$ cat config.mk
export PLATFORM = sky130hd
export DESIGN_NAME = sid_search
export DESIGN_NICKNAME = d
export VERILOG_FILES = /design/src/rtl/sid_pkg.sv /design/src/rtl/sid_field_cmp.sv /design/src/rtl/sid_idx_timer.sv /design/src/rtl/sid_search.sv
export SDC_FILE = /design/constraint.sdc
export NUM_CORES = 1
export LEC_CHECK = 0
export BUFFER_PORTS_ARGS = -buffer_cell sky130_fd_sc_hd__clkbuf_2
export CORE_ASPECT_RATIO = 0.6
export CORE_MARGIN = 8
export CORE_UTILIZATION = 30
export CTS_CLUSTER_DIAMETER = 50
export DETAILED_ROUTE_END_ITERATION = 8
export PLACE_DENSITY = 0.6
export SYNTH_ARGS = -nofsm -noshare
export SYNTH_HDL_FRONTEND = slang
export SYNTH_SLANG_ARGS = --single-unit
$ cat constraint.sdc
create_clock -name clk -period 5.97 [get_ports clk]
set_input_delay 1.791 -clock clk [delete_from_list [all_inputs] [get_ports clk]]
set_output_delay 1.791 -clock clk [all_outputs]
set_load 0.05 [all_outputs]
$ cat src/rtl/sid_pkg.sv
package sid_pkg;
   typedef enum logic [1:0] {
      ST_IDLE,
      ST_SEEK,
      ST_XFER,
      ST_RADR
   } sid_state_t;

   localparam int unsigned POS_TRK  = 0;
   localparam int unsigned POS_SIDE = 1;
   localparam int unsigned POS_SEC  = 2;
   localparam int unsigned POS_LEN  = 3;
endpackage

$ cat src/rtl/sid_field_cmp.sv
module sid_field_cmp
   import sid_pkg::*;
#(
   parameter int unsigned DW         = 8,
   parameter int unsigned NB         = 6,
   parameter int unsigned PW         = 3,
   parameter bit          SIDE_CHECK = 1'b1
) (
   input  logic          clk,
   input  logic          rst_n,
   input  logic          clr,
   input  logic          consume,
   input  logic          idam,
   input  logic          byte_vld,
   input  logic [DW-1:0] byte_data,
   input  logic [DW-1:0] trk_ref,
   input  logic [DW-1:0] sec_ref,
   input  logic          side_en,
   input  logic          side_ref,
   output logic          room,
   output logic          full,
   output logic          mism,
   output logic [DW-1:0] trk_q,
   output logic [DW-1:0] len_q
);
   localparam logic [PW-1:0] POS_END = PW'(NB);

   generate
      if (NB < POS_LEN + 1 || NB >= (1 << PW)) begin : g_bad_nb
         $error("sid_field_cmp: NB must hold the four fields and fit in PW bits");
      end
   endgenerate

   logic [PW-1:0] pos;
   logic          seen;
   logic [DW-1:0] cap_sec;
   logic          cap_side;
   logic          side_bad;

   assign room = seen && (pos != POS_END);
   assign full = seen && (pos == POS_END);

   always_ff @(posedge clk or negedge rst_n) begin
      if (!rst_n) begin
         pos      <= POS_END;
         seen     <= 1'b0;
         trk_q    <= '0;
         cap_side <= 1'b0;
         cap_sec  <= '0;
         len_q    <= '0;
      end else if (clr) begin
         pos  <= POS_END;
         seen <= 1'b0;
      end else if (idam) begin
         pos  <= '0;
         seen <= 1'b1;
      end else if (consume) begin
         seen <= 1'b0;
      end else if (byte_vld && room) begin
         pos <= pos + 1'b1;
         case (pos)
            PW'(POS_TRK):  trk_q    <= byte_data;
            PW'(POS_SIDE): cap_side <= byte_data[0];
            PW'(POS_SEC):  cap_sec  <= byte_data;
            PW'(POS_LEN):  len_q    <= byte_data;
            default: ;
         endcase
      end
   end

   generate
      if (SIDE_CHECK) begin : g_side
         assign side_bad = side_en && (cap_side != side_ref);
      end else begin : g_noside
         assign side_bad = 1'b0;
      end
   endgenerate

   assign mism = (trk_q != trk_ref) || (cap_sec != sec_ref) || side_bad;
endmodule

$ cat src/rtl/sid_idx_timer.sv
module sid_idx_timer #(
   parameter int unsigned LIMIT = 5,
   localparam int unsigned CW   = $clog2(LIMIT + 1)
) (
   input  logic clk,
   input  logic rst_n,
   input  logic clr,
   input  logic en,
   input  logic idx,
   output logic expire
);
   generate
      if (LIMIT < 1) begin : g_bad_limit
         $error("sid_idx_timer: LIMIT must be at least 1");
      end
   endgenerate

   logic [CW-1:0] cnt;

   assign expire = en && idx && (cnt == CW'(LIMIT - 1));

   always_ff @(posedge clk or negedge rst_n) begin
      if (!rst_n)          cnt <= '0;
      else if (clr)        cnt <= '0;
      else if (en && idx)  cnt <= cnt + 1'b1;
   end
endmodule

$ cat src/rtl/sid_search.sv
module sid_search
   import sid_pkg::*;
#(
   parameter int unsigned DW         = 8,
   parameter int unsigned NB         = 6,
   parameter int unsigned IDX_LIMIT  = 5,
   parameter bit          SIDE_CHECK = 1'b1
) (
   input  logic          clk,
   input  logic          rst_n,
   input  logic          cmd_go,
   input  logic          cmd_rdaddr,
   input  logic          cmd_multi,
   input  logic          cmd_side_en,
   input  logic          cmd_side,
   input  logic          sec_ld,
   input  logic [DW-1:0] sec_din,
   input  logic [DW-1:0] trk_reg,
   input  logic [DW-1:0] last_sec,
   input  logic          idam,
   input  logic          byte_vld,
   input  logic [DW-1:0] byte_data,
   input  logic          crc_vld,
   input  logic          crc_ok,
   input  logic          idx_pulse,
   input  logic          sector_done,
   output logic          busy,
   output logic          id_match,
   output logic [DW-1:0] len_code,
   output logic          crc_err,
   output logic          rnf,
   output logic          cmd_done,
   output logic [DW-1:0] sec_reg,
   output logic          drq,
   output logic [DW-1:0] drq_data
);
   localparam int unsigned PW = $clog2(NB + 1);

   sid_state_t    st;
   logic          m_multi, m_side_en, m_side, stepped;
   logic          go_ok, step_ok, clr_hdr, searching, hdr_eval;
   logic          room, full, mism, expire;
   logic [DW-1:0] trk_q, len_q;

   assign busy      = (st != ST_IDLE);
   assign go_ok     = cmd_go && (st == ST_IDLE);
   assign step_ok   = (st == ST_XFER) && sector_done && m_multi && (sec_reg < last_sec);
   assign clr_hdr   = go_ok || step_ok;
   assign searching = (st == ST_SEEK) || (st == ST_RADR);
   assign hdr_eval  = searching && crc_vld && full;

   sid_field_cmp #(.DW(DW), .NB(NB), .PW(PW), .SIDE_CHECK(SIDE_CHECK)) u_cmp (
      .clk      (clk),
      .rst_n    (rst_n),
      .clr      (clr_hdr),
      .consume  (hdr_eval),
      .idam     (idam),
      .byte_vld (byte_vld),
      .byte_data(byte_data),
      .trk_ref  (trk_reg),
      .sec_ref  (sec_reg),
      .side_en  (m_side_en),
      .side_ref (m_side),
      .room     (room),
      .full     (full),
      .mism     (mism),
      .trk_q    (trk_q),
      .len_q    (len_q)
   );

   sid_idx_timer #(.LIMIT(IDX_LIMIT)) u_idx (
      .clk   (clk),
      .rst_n (rst_n),
      .clr   (clr_hdr),
      .en    (searching),
      .idx   (idx_pulse),
      .expire(expire)
   );

   always_ff @(posedge clk or negedge rst_n) begin
      if (!rst_n) begin
         st        <= ST_IDLE;
         m_multi   <= 1'b0;
         m_side_en <= 1'b0;
         m_side    <= 1'b0;
         stepped   <= 1'b0;
         id_match  <= 1'b0;
         len_code  <= '0;
         crc_err   <= 1'b0;
         rnf       <= 1'b0;
         cmd_done  <= 1'b0;
         sec_reg   <= '0;
         drq       <= 1'b0;
         drq_data  <= '0;
      end else begin
         id_match <= 1'b0;
         cmd_done <= 1'b0;
         drq      <= 1'b0;
         case (st)
            ST_IDLE: begin
               if (sec_ld) sec_reg <= sec_din;
               if (cmd_go) begin
                  m_multi   <= cmd_multi;
                  m_side_en <= cmd_side_en;
                  m_side    <= cmd_side;
                  stepped   <= 1'b0;
                  crc_err   <= 1'b0;
                  rnf       <= 1'b0;
                  st        <= cmd_rdaddr ? ST_RADR : ST_SEEK;
               end
            end
            ST_SEEK: begin
               if (hdr_eval && !mism && crc_ok) begin
                  id_match <= 1'b1;
                  len_code <= len_q;
                  st       <= ST_XFER;
               end else begin
                  if (hdr_eval && !mism) crc_err <= 1'b1;
                  if (expire) begin
                     cmd_done <= 1'b1;
                     rnf      <= !stepped;
                     st       <= ST_IDLE;
                  end
               end
            end
            ST_XFER: begin
               if (step_ok) begin
                  sec_reg <= sec_reg + 1'b1;
                  stepped <= 1'b1;
                  st      <= ST_SEEK;
               end else if (sector_done) begin
                  cmd_done <= 1'b1;
                  st       <= ST_IDLE;
               end
            end
            ST_RADR: begin
               if (byte_vld && room && !idam) begin
                  drq      <= 1'b1;
                  drq_data <= byte_data;
               end
               if (hdr_eval) begin
                  crc_err  <= !crc_ok;
                  sec_reg  <= trk_q;
                  cmd_done <= 1'b1;
                  st       <= ST_IDLE;
               end else if (expire) begin
                  rnf      <= 1'b1;
                  cmd_done <= 1'b1;
                  st       <= ST_IDLE;
               end
            end
            default: st <= ST_IDLE;
         endcase
      end
   end
endmodule

## Word level (Yosys, flattened, before mapping)

Cells that the tools add are included.

- Register bits: 67
- Input port bits: 46
- Word-level logic and storage cells: 138

- Order comparisons: 1
- Add/sub/neg operators: 3
- Eq/ne operators: 23
- Reductions and logical operators: 45
- Bitwise gates (word level): 3
- Multiplexer cells: 43

Operator list:

| operator | count |
|---|---|
| 5-bit AND reduction | 5 |
| 8-bit 2-to-1 mux | 3 |
| 8-bit case mux with 3 select lines | 1 |
| 1-bit 2-to-1 mux | 21 |
| 3-bit 2-to-1 mux | 6 |
| 2-bit inequality test (second input constant) | 8 |
| 8-bit inequality test | 2 |
| 1-bit logical AND | 15 |
| 2-bit 2-to-1 mux | 7 |
| 3-bit nonzero test | 4 |
| 2-bit AND reduction | 5 |
| 3-bit inequality test (second input constant) | 3 |
| 1-bit case mux with 3 select lines | 3 |
| 8-bit by 1-bit adder with 8-bit output (second input constant) | 1 |
| 8-bit less-than comparator | 1 |
| 2-bit case mux with 4 select lines | 1 |
| 3-bit by 1-bit adder with 3-bit output (second input constant) | 2 |
| 3-bit by 2-bit == test with 1-bit output (second input constant) | 2 |
| 3-bit == test (second input constant) | 2 |
| 6-bit AND reduction | 1 |
| 2-bit nonzero test | 3 |
| 2-bit == test (second input constant) | 2 |
| 1-bit zero test | 4 |
| 1-bit logical OR | 4 |
| 10 further kinds | 12 |

## Depth between registers and ports, before layout

- Word-level depth: 8
- Gate-level depth with buffers: 9

## By module

A second synthesis with hierarchy kept.

- Cell total of the unflattened synthesis: 343
- Area, all modules: 3,570.9 um2

By module, submodules not included:

| module | times used | area an instance (um2) | cells each |
|---|---|---|---|
| sid_search | 1 | 1,943.1 | 221 |
| sid_field_cmp | 1 | 1,432.6 | 104 |
| sid_idx_timer | 1 | 195.2 | 18 |

## Least setup slack after synthesis

Ideal clock, no wire load.

- Kind: input port to flip-flop
- From: in last_sec[2]
- To: reg u_cmp.cap_sec[0]
- Stages: 9
- Arrival time: 3.616 ns
- Slack: 2.229 ns
- Library setup time: 0.125 ns
- Cells stage by stage: inv_1 ha_1 a211oi_2 o21ai_2 a2111oi_4 a21oi_2 and4_4 buf_6 mux2_4

- Cells in the longest elaborated chain, start to end: 5

Ends and longest elaborated chain:

| item | line | source |
|---|---|---|
| start: declaration | sid_search.sv:19 | `input logic [DW-1:0] last_sec,` |
| 8-bit less-than comparator | sid_search.sv:47 | `assign step_ok = (st == ST_XFER) && sector_done && m_multi && (sec_reg < last_sec);` |
| 1-bit logical AND | sid_search.sv:47 |  |
| 1-bit logical OR | sid_search.sv:48 | `assign clr_hdr = go_ok \|\| step_ok;` |
| 1-bit NOT (no source line) | -- |  |
| 5-bit AND reduction (no source line) | -- |  |
| end signal: assignment | sid_field_cmp.sv:64 | `PW'(POS_SEC): cap_sec <= byte_data;` |
| end: declaration | sid_field_cmp.sv:36 | `logic [DW-1:0] cap_sec;` |

Every way passes these cells.
A chain may end at the register's enable or synchronous reset.

## Worst setup path in the final report

- From: reg st[0]
- To: out busy

- Cells in the longest elaborated chain, start to end: 1

Ends and longest elaborated chain:

| item | line | source |
|---|---|---|
| start: declaration | sid_search.sv:39 | `sid_state_t st;` |
| start signal: assignment | sid_search.sv:109 | `st <= cmd_rdaddr ? ST_RADR : ST_SEEK;` |
| 2-bit nonzero test | sid_search.sv:45 | `assign busy = (st != ST_IDLE);` |
| end: declaration | sid_search.sv:27 | `output logic busy,` |

Every way passes these cells.

==> impl_metrics.csv <==
group,metric,value,unit
routing,antenna_left,0,
grt,grt_overflow,0,
hold_path,min_path_type,"reg -> reg",
synth,yosys-top-cells-count,"dfrtp_1 (65), mux2_4 (32), nand2_1 (26), nor2_1 (20), xor2_1 (18)",
clock_network,postCtsResizedCells,0,
floorplan,die_w,157,um
power_and_ir_drop,peakVddDrop,0.146,mV
grt,grt_pass1_wl,14.6,mm
floorplan,initial_core_util,30.2,%
setup_path,cp_cell_sequence,"nor2_1 -> inv_1 -> clkbuf_2",
synth,ys_seq_area_share,46.9,%
floorplan,die_area,15800,um2
routing,dr_total_vias,2572,
final_layout,area.sequential,1680,um2
hold_path,hold_start,"stepped$_DFFE_PN0P_",
setup_path,crit_family,"flip-flops",
setup_path,r2r_end,"u_cmp.cap_sec[4]$_DFFE_PN0P_",
floorplan,pin_count,76,
timing,setup-violations-final,0,
timing,period_share,60.0,%
synth,ys_types,46,
routing,via_per_inst,4.63,
setup_path,cp.arrival,1790,ps
place,place_congestion,0.798,
place,io_buffer_count,75,
timing,period_minus_slack,3580,ps
grt,met1_usage,16.4,%
setup_path,crit_slowest_cell,"dfrtp_1",
timing,hold_slack,482,ps
synth,synth_fp_nets,371,
timing,rsz0062_at_grt,"false",
clock_network,clock-sinks,67,
setup_path,r2r_slack,3430,ps
synth,synth_top_area_share,45.5,%
synth,syn_avg_cell_area,11.5,um2
clock_network,hold_buffers,0,
synth,ys_ff_latch,67,
setup_path,crit_fanout,23,
synth,ys_async_sr_fraction,100,%
setup_path,rr_startpoint,"sec_reg[2]$_DFFE_PN0P_",
grt,grt_use_met3,4.75,%
clock_network,tritoncts,"yes",
floorplan,core_area,11800,um2
place,place_area,4100,um2
clock_network,cts-htree-levels,3,
final_layout,multi_input_area,1770,um2
synth,ys.flop_type,"dfrtp_1",
floorplan,num_rows,31,
synth,yosysWarningCount,0,
routing,firstDrtPassIters,4,
power_and_ir_drop,p_leak,2.17,nW
place,dp.final_hpwl,7.04,mm
grt,grt-busiest-layer,"met2",
grt,antenna_found_initial,0,
setup_path,worstPathRequired,4180,ps
final_layout,design_area,4420,um2
final_layout,area_growth,23.6,%
routing,drt_wl_total,9.05,mm
synth,synth_area,3580,um2
grt,track_usage,12.1,%
synth,synth.area.top_cells,"dfrtp_1 (45%), mux2_4 (13%), ha_1 (5.2%)",
final_layout,drive_above_1_share,35.0,%
routing,drtIter0Drc,108,
grt,gr-usage-met2,17.2,%
timing,maxSlewHeadroom,41.7,%
timing,slew_viol_final,0,
final_layout,finalNetCount,447,
synth,yosysMostFrequentCell,"dfrtp_1",
timing,worst_pin_slew,875,ps
setup_path,path_buf_inv,2,
setup_path,crit_path_end_kind,"output pin",
hold_path,hold_depth,2,
clock_network,clk_path_buf_depth,2,
setup_path,r2r_cells,7,
clock_network,cts_setup_buffers,0,
setup_path,slowest_delay,830,ps
synth,syn_inst,310,
routing,drc_errors,0,
timing,fin_setup_tns,0,ps
run,maxCapViolCount,0,
final_layout,fillCellCount,1177,
routing,post_drt_wl_per_cell,16.3,um
hold_path,hold_end,"stepped$_DFFE_PN0P_",
grt,grt_pass1_vias,2721,
grt,grt_max_degree,68,
power_and_ir_drop,p_per_area,524,nW/um2
timing,clock_skew,7.82,ps
synth,synth_top_cell_by_area,"dfrtp_1",
final_layout,antenna_cells,0,
timing,hold_violations,0,
synth,synth-edff-count,0,
clock_network,cts_made_buffers,9,
timing,fmax,279,MHz
clock_network,clk_latency,330,ps
setup_path,criticalPathCategory,"reg -> out",
floorplan,die_y,101,um
setup_path,worstSetupStartpointType,"flop",
outcome,outcome,"finished clean",
clock_network,cts_root_buf,"clkbuf_16",
clock_network,cts.clk_slew.worst_paths,60,ps
## worst min-delay path, cell delays in order, from the launching register on
cell,delay [ps]
dfrtp_1,340
nand2_1,50
nand2_1,60
## power breakdown
group	switching, W	internal (W)
sequential	0.000210	0.000631
clock	0.000201	0.000360
combinational	0.000545	0.000370
## worst max path at each step
stage	start	to	slack, ps	cells after the start
after global routing	st[0]$_DFFE_PN0P_	busy	2270	3
after detailed placement	last_sec[2]	u_cmp.trk_q[5]$_DFFE_PN0P_	2060	9
after global placement	last_sec[2]	u_cmp.trk_q[6]$_DFFE_PN0P_	2110	9
final	st[0]$_DFFE_PN0P_	busy	2390	3
after floorplan	last_sec[2]	u_cmp.cap_sec[0]$_DFFE_PN0P_	2230	9
after CTS	st[0]$_DFFE_PN0P_	busy	2380	3
## area by class of cell
| type | count | share of cell area, % |
|---|---|---|
| Inverter | 17 | 1.44 |
| Multi-Input combinational cell | 215 | 40.0 |
| Clock buffer | 12 | 6.03 |
| Clock inverter | 4 | 1.24 |
| Timing Repair Buffer | 76 | 8.66 |
| Tap cell | 165 | 4.67 |
| Sequential cell | 67 | 38.0 |
## cell usage in the layout (no fill, tap or decap), drive strengths merged, types with 2 or more instances in the layout
master / n
nand3: 9
mux2i: 4
and3: 6
nand4: 3
xnor2: 5
buf: 2
and4: 2
nor3: 3
or3: 2
nor2b: 4
a21o: 2
a21oi: 10
o21ai: 21
o211ai: 2
dfstp: 2
nand2: 26
clkbuf: 86
dfrtp: 65
inv: 18
nor2: 20
nor4: 4
ha: 15
mux2: 45
xor2: 18
## logic make-up (layout without fill, tap and decap cells)
family	Yosys count	in the layout	share of synthesized area, %
AND/OR/NAND/NOR	81	81	11.1
flip-flops	67	67	46.9
multiplexers	49	49	18.6
AO/OA/AOI/OAI	47	47	8.81
buffers and inverters	28	109	3.64
XOR/XNOR	23	23	5.63
adder cells (fa/ha/maj)	15	15	5.24
## metrics by stage
| step | util, % | setup WS (ps) | cells | total power, W |
|---|---|---|---|---|
| after floorplan | - | 2230 | 310 | 0.00152 |
| after global placement | 34.7 | 2110 | 540 | 0.00174 |
| after detailed placement | 34.7 | 2060 | 540 | 0.00177 |
| after CTS | 37.4 | 2380 | 556 | 0.00234 |
| after global routing | 37.4 | 2270 | 556 | 0.00247 |
| final | 37.4 | 2390 | 556 | 0.00232 |
## layer usage
metal | routed length [um] | vias to the layer above | share of wire, %
li1 | - | 1238 | -
met2 | 3900 | 64 | 43
met5 | 0 | - | 0
met1 | 4330 | 1261 | 48
met4 | 82 | 0 | 0.91
met3 | 733 | 9 | 8.1
Power figures use the tool's default switching activity.
